<file path="src/rtl/stack_seq.sv">
module stack_seq #(
  parameter logic [7:0] SP_INIT = 8'hFF,
  parameter logic [7:0] PAGE    = 8'h01,
  parameter logic [7:0] OP_PHA  = 8'h48,
  parameter logic [7:0] OP_PHP  = 8'h08,
  parameter logic [7:0] OP_MUL  = 8'h82,
  parameter logic [7:0] OP_PLA  = 8'h68,
  parameter logic [7:0] OP_PLP  = 8'h28,
  parameter logic [7:0] OP_RTI  = 8'h40,
  parameter logic [7:0] OP_RTS  = 8'h60,
  parameter int         N_BIT   = 7,
  parameter int         Z_BIT   = 1
) (
  input  logic        clk,
  input  logic        rst_n,
  input  logic        start,
  input  logic [7:0]  opcode,
  input  logic [7:0]  acc_in,
  input  logic [7:0]  ps_in,
  input  logic [15:0] prod_in,
  output logic [15:0] mem_addr,
  output logic [7:0]  mem_wdata,
  output logic        mem_we,
  input  logic [7:0]  mem_rdata,
  output logic [7:0]  sp,
  output logic [7:0]  a_out,
  output logic        a_ld,
  output logic [7:0]  ps_out,
  output logic        ps_ld,
  output logic [15:0] pc_out,
  output logic        pc_ld,
  output logic        busy,
  output logic        done
);

  typedef enum logic [2:0] {S_IDLE, S_WR, S_INC, S_RD, S_CAP} st_t;

  st_t        st;
  logic [7:0] op_q, wval_q, lo_q, pcl_q;
  logic [1:0] cnt;

  wire is_push = (opcode == OP_PHA) || (opcode == OP_PHP) || (opcode == OP_MUL);
  wire is_pull = (opcode == OP_PLA) || (opcode == OP_PLP) ||
                 (opcode == OP_RTI) || (opcode == OP_RTS);

  wire is_rti = (op_q == OP_RTI);
  wire is_rts = (op_q == OP_RTS);
  wire is_pla = (op_q == OP_PLA);
  wire is_mul = (op_q == OP_MUL);

  wire [1:0] last     = is_rti ? 2'd2 : (is_rts ? 2'd1 : 2'd0);
  wire [1:0] pcl_step = is_rti ? 2'd1 : 2'd0;
  wire       cap      = (st == S_CAP);

  always_ff @(posedge clk) begin
    if (!rst_n) begin
      st     <= S_IDLE;
      sp     <= SP_INIT;
      op_q   <= '0;
      wval_q <= '0;
      lo_q   <= '0;
      pcl_q  <= '0;
      cnt    <= '0;
      done   <= 1'b0;
    end else begin
      done <= 1'b0;
      case (st)
        S_IDLE: begin
          if (start && is_push) begin
            op_q   <= opcode;
            wval_q <= (opcode == OP_PHA) ? acc_in :
                      (opcode == OP_PHP) ? ps_in : prod_in[15:8];
            lo_q   <= prod_in[7:0];
            st     <= S_WR;
          end else if (start && is_pull) begin
            op_q <= opcode;
            cnt  <= '0;
            st   <= S_INC;
          end
        end
        S_WR: begin
          sp   <= sp - 8'd1;
          done <= 1'b1;
          st   <= S_IDLE;
        end
        S_INC: begin
          sp <= sp + 8'd1;
          st <= S_RD;
        end
        S_RD: st <= S_CAP;
        S_CAP: begin
          if (cnt == pcl_step) pcl_q <= mem_rdata;
          if (cnt == last) begin
            done <= 1'b1;
            st   <= S_IDLE;
          end else begin
            sp  <= sp + 8'd1;
            cnt <= cnt + 2'd1;
            st  <= S_RD;
          end
        end
        default: st <= S_IDLE;
      endcase
    end
  end

  logic [7:0] flag_merge;
  always_comb begin
    flag_merge        = ps_in;
    flag_merge[N_BIT] = mem_rdata[7];
    flag_merge[Z_BIT] = (mem_rdata == 8'h00);
  end

  assign busy      = (st != S_IDLE);
  assign mem_addr  = {PAGE, sp};
  assign mem_we    = (st == S_WR);
  assign mem_wdata = wval_q;

  assign a_ld   = (mem_we && is_mul) || (cap && is_pla);
  assign a_out  = is_mul ? lo_q : mem_rdata;
  assign ps_ld  = cap && (is_pla || (op_q == OP_PLP) || (is_rti && cnt == 2'd0));
  assign ps_out = is_pla ? flag_merge : mem_rdata;
  assign pc_ld  = cap && (is_rti || is_rts) && (cnt == last);
  assign pc_out = {mem_rdata, pcl_q} + {15'd0, is_rts};

endmodule

</file>
<file path="config.mk">
export PLATFORM = sky130hd
export DESIGN_NAME = stack_seq
export DESIGN_NICKNAME = d
export VERILOG_FILES = /design/src/rtl/stack_seq.sv
export SDC_FILE = /design/constraint.sdc
export NUM_CORES = 1
export LEC_CHECK = 0
export BUFFER_PORTS_ARGS = -buffer_cell sky130_fd_sc_hd__buf_4
export CORE_UTILIZATION = 30
export DETAILED_ROUTE_END_ITERATION = 8
export GPL_ROUTABILITY_DRIVEN = 0
export SLEW_MARGIN = 20
export SYNTH_ARGS = -nofsm -noshare
export SYNTH_HDL_FRONTEND = slang
export SYNTH_SLANG_ARGS = --single-unit
</file>
<file path="constraint.sdc">
create_clock -name clk -period 5.87 [get_ports clk]
set_input_delay 0.587 -clock clk [delete_from_list [all_inputs] [get_ports clk]]
set_output_delay 0.587 -clock clk [all_outputs]
set_load 0.01 [all_outputs]
</file>
==> tab_implementation.tex <==
\begin{tabular}{lr}
\hline
Metric & Value \\
\hline
\multicolumn{2}{l}{\textbf{Timing}} \\
Number of hold violations in the final report & 0 \\
RSZ-0062 raised after global routing & false \\
Fin crit share & between 50\% and 60\% \\
Slew @ Worst Pin & about 0.84 ns \\
Setup TNS after final layout & 0 ns \\
Worst-case clock skew & 0.0102 ns \\
Pins over their slew limit & 0 \\
Finish-stage setup viols & 0 \\
Min cycle time layout & roughly 3.4 ns \\
Remaining max-slew budget at the tightest pin & 43.8\% \\
Peak clock frequency supported by timing & 0.296 GHz \\
\multicolumn{2}{l}{\textbf{CTS}} \\
Max clock buf depth & 2 \\
Postcts setup bufs & 0 \\
Clock H-tree levels & 2 \\
CTS sink count & 46 \\
Clock insertion delay at the later pin of the skew report & around 0.30 ns \\
TritonCTS clock tree & built \\
Root buffer cell & sky130\_fd\_sc\_hd\_\_clkbuf\_8 \\
CTS hold repair buffers & 0 \\
Clock-pin slew on the worst setup and hold paths & $\sim$0.090 ns \\
Total of cells resized after clock tree synthesis & 0 \\
TritonCTS Buffers & 5 \\
\multicolumn{2}{l}{\textbf{Critical path}} \\
Cell with the largest stage delay on the worst path & sky130\_fd\_sc\_hd\_\_nor3\_1 \\
Kind of capture point of the worst setup path & primary output \\
Worst-path cell chain & nor3\_1 > nand4b\_1 > nor2\_1 > ha\_1 > ha\_1 > nand2\_1 > nor2\_1 > and3\_1 > nand3\_1 > xnor2\_1 > buf\_4 \\
Data arrival at the endpoint of the critical path & 2.79 ns \\
Largest driver fanout on the critical path & 5 \\
Critical path required time & 5.28 ns \\
Startpoint type of the worst setup path & flip-flop \\
Critical Setup Path Class & flip-flop to primary output \\
CP peak stage delay & 0.46 ns \\
\multicolumn{2}{l}{\textbf{Yosys}} \\
Synthesized flop and latch total & 46 \\
Post-synth EDFFs & 0 \\
Synthesized cell area & $\sim$3200 um2 \\
Most used flip-flop cell after synthesis & sky130\_fd\_sc\_hd\_\_dfxtp\_1 \\
Portion of the post-synthesis area used by sequential elements & 28.9\% \\
Async set-or-reset flop fraction in the synthesized netlist & 0\% \\
Warnings, synthesis & 0 \\
Count of mapped cells out of synthesis & between 300 and 400 \\
Netlist cell types & 54 \\
Average footprint of a synthesized cell & 8.49 um2 \\
\multicolumn{2}{l}{\textbf{Floorplan}} \\
Die ar. & $\sim$11000 um2 \\
Core area & around 10000 um2 \\
Die Span X & around 110 um \\
Starting Density & 30.9\% \\
\# rows & 37 \\
Count of pins on the block boundary & 121 \\
Die H & 105 um \\
\multicolumn{2}{l}{\textbf{Power}} \\
Cell internal pwr & 462 uW \\
Clock network fraction of design power & 33.4\% \\
P per Cell Area & 153 nW/um2 \\
Total net switching power & 163 uW \\
Worst IR Drop VDD & 0.0000834 V \\
Leakage dissipation & 0.00168 uW \\
Fraction of power consumed by combinational cells & 15.9\% \\
Sequential Power Share & between 50\% and 60\% \\
Sw Ratio & 26.1\% \\
\multicolumn{2}{l}{\textbf{Final layout}} \\
Final std cells w/o fill & between 600 and 700 \\
Multi-input logic area & 2020 um2 \\
\# fillers & around 1000 \\
Area added between synthesis and finish & 27.9\% \\
Post-layout net count & 527 \\
Inserted Diodes & 0 \\
Proportion of layout cells with a drive suffix above 1 & around 33\% \\
FF/Latch Area & 921 um2 \\
\multicolumn{2}{l}{\textbf{Global route}} \\
Sum of overflow across all layers after global routing & 0 \\
First-pass GRT wire length & 13900 um \\
Antenna violations before repair & 0 \\
Pin count of the biggest net entering global routing & 53 \\
All-layer global routing usage & between 10\% and 20\% \\
Number of global-route vias before repair & 2787 \\
\multicolumn{2}{l}{\textbf{Job}} \\
Max cap viols & 0 \\
\multicolumn{2}{l}{\textbf{Placed design}} \\
Count of buffers inserted at the top-level ports & 112 \\
Placed Cells & 595 \\
Detailed-placement wirelength estimate & about 6500 um \\
\multicolumn{2}{l}{\textbf{Status}} \\
Result of the run & finished, final reports clean \\
\multicolumn{2}{l}{\textbf{Route}} \\
Routed length on met3 & 334 um \\
Highest routing layer actually used & met4 \\
Violation count after the first detailed-route iteration & 93 \\
1st-pass router iterations & 4 \\
Met2 routed wirelength & 3940 um \\
DRT met1 WL & a little over 4000 um \\
Total wire length & 8600 um \\
DR vias/cell & 4.84 \\
Remaining antenna violation count & 0 \\
Post-route DRC violation count & 0 \\
Wirelength per Cell & roughly 14 um \\
Detailed-route via count & 2918 \\
\multicolumn{2}{l}{\textbf{Min path}} \\
Worst min-delay path class & flip-flop to flip-flop \\
\hline
\end{tabular}
==> worst max-delay path: cells and delay by family, from the launching register on <==
family	cells	cell delay, ns
simple gates	7	1.52
xor+xnor	1	0.14
buf+inv	1	0.14
fa+ha+maj	2	0.38
flops	1	0.32
==> kinds of logic (layout without fill, tap and decap cells) <==
group,count (synthesis),after routing,synth area share (%)
AND/OR/NAND/NOR,150,150,24.6
multiplexers,41,41,13.5
buffers and inverters,45,130,8.67
flip-flops,46,46,28.9
AO/OA/AOI/OAI,62,62,14.5
adder cells (fa/ha/maj),10,10,4.16
XOR/XNOR,20,20,5.49
other,2,8,0.235
==> placed cells by master (no fill, tap or decap), types with 3 or more instances in the layout <==
| master | count |
|---|---|
| sky130_fd_sc_hd__dfxtp_1 | 46 |
| sky130_fd_sc_hd__and4b_1 | 3 |
| sky130_fd_sc_hd__ha_1 | 9 |
| sky130_fd_sc_hd__o21a_1 | 6 |
| sky130_fd_sc_hd__mux2i_1 | 25 |
| sky130_fd_sc_hd__buf_4 | 112 |
| sky130_fd_sc_hd__o21ai_2 | 3 |
| sky130_fd_sc_hd__clkbuf_8 | 6 |
| sky130_fd_sc_hd__o21ai_0 | 7 |
| sky130_fd_sc_hd__o211ai_1 | 12 |
| sky130_fd_sc_hd__nand3_1 | 9 |
| sky130_fd_sc_hd__conb_1 | 8 |
| sky130_fd_sc_hd__nand2b_1 | 3 |
| sky130_fd_sc_hd__inv_1 | 10 |
| sky130_fd_sc_hd__xnor2_1 | 13 |
| sky130_fd_sc_hd__nor3_2 | 4 |
| sky130_fd_sc_hd__a21oi_1 | 6 |
| sky130_fd_sc_hd__nor2_1 | 21 |
| sky130_fd_sc_hd__a21boi_0 | 16 |
| sky130_fd_sc_hd__mux2_2 | 16 |
| sky130_fd_sc_hd__and2_1 | 4 |
| sky130_fd_sc_hd__nand4_1 | 4 |
| sky130_fd_sc_hd__xor2_1 | 7 |
| sky130_fd_sc_hd__nor2b_1 | 10 |
| sky130_fd_sc_hd__and3_1 | 7 |
| sky130_fd_sc_hd__nand2_1 | 66 |
==> per-stage QoR <==
stage | total power [uW] | hold WS (ns) | util, % | cell area (um2) | setup WS [ns]
floorplan | 373 | 0.439 | - | 3210 | 3.18
global placement | 422 | 0.449 | 38.6 | 3990 | 2.93
detailed placement | 424 | 0.457 | 38.6 | 3990 | 2.85
CTS | 633 | 0.470 | 39.5 | 4080 | 2.52
global route | 650 | 0.484 | 39.5 | 4080 | 2.24
finish | 624 | 0.468 | 39.5 | 4080 | 2.49
==> state kept, by name (all words and copies together), names as in the netlist <==
name	cells
lo_q	8
mem_wdata	8
op_q	8
pcl_q	8
sp	8
st	3
cnt	2
done	1
==> layout make-up <==
cell class              instances  share of cell area [%]
repair buffers                112                    20.6
flip-flops and latches         46                    22.6
well taps                     136                    4.17
clock inverters                 2                   0.307
clock buffers                   6                    2.02
inverters                      10                   0.920
multi-input cells             291                    49.4
==> layer usage <==
layer / global-route usage [%] / up-vias
li1: - / 1461
met2: 26.2 / 79
met5: 0 / -
met1: 20.4 / 1366
met4: 5.03 / 0
met3: 2.62 / 12
==> cells in the mapped netlist, drive strengths merged, types with 2 or more instances <==
cell    instances  area, um2
nor2           21       78.8
xor2            7       61.3
nand3           9       45.0
nor3b           3       27.5
nor4b           3       32.5
buf            27        209
xnor2          13        114
nor2b          10       62.6
clkbuf          8       30.0
nor3            6       50.1
nand2          66        248
o21a            7       53.8
a31oi           2       12.5
a21boi         17        131
nand4           5       37.5
ha              9        113
mux2           16        180
or3             2       12.5
nand2b          3       18.8
inv            10       37.5
dfxtp          46        921
o21ai          10       61.3
mux2i          25        250
nor4            3       25.0
and3            7       43.8
and4b           3       30.0
o211ai         14        115
a21oi           6       30.0
conb            2       7.51
and2            4       25.0
==> power groups by stage <==
stage	registers (uW)	clock network (uW)	logic (uW)
4_1_cts	316	216	100
5_1_grt	317	227	107
3_3_place_gp	323	0	98.9
2_1_floorplan	324	0	49.2
6_report	316	209	99.2
3_5_place_dp	323	0	100
==> final timing paths <==
check                              from    endpoint  slack [ns]  cells after the start
worst max-delay path            op_q[0]  pc_out[12]        2.49                     11
worst min-delay path            lo_q[5]     lo_q[5]        0.47                      2
worst max register to register    st[2]       sp[7]        2.94                      9
worst min register to register  lo_q[5]     lo_q[5]        0.47                      2
Power figures use the tool's default switching activity.
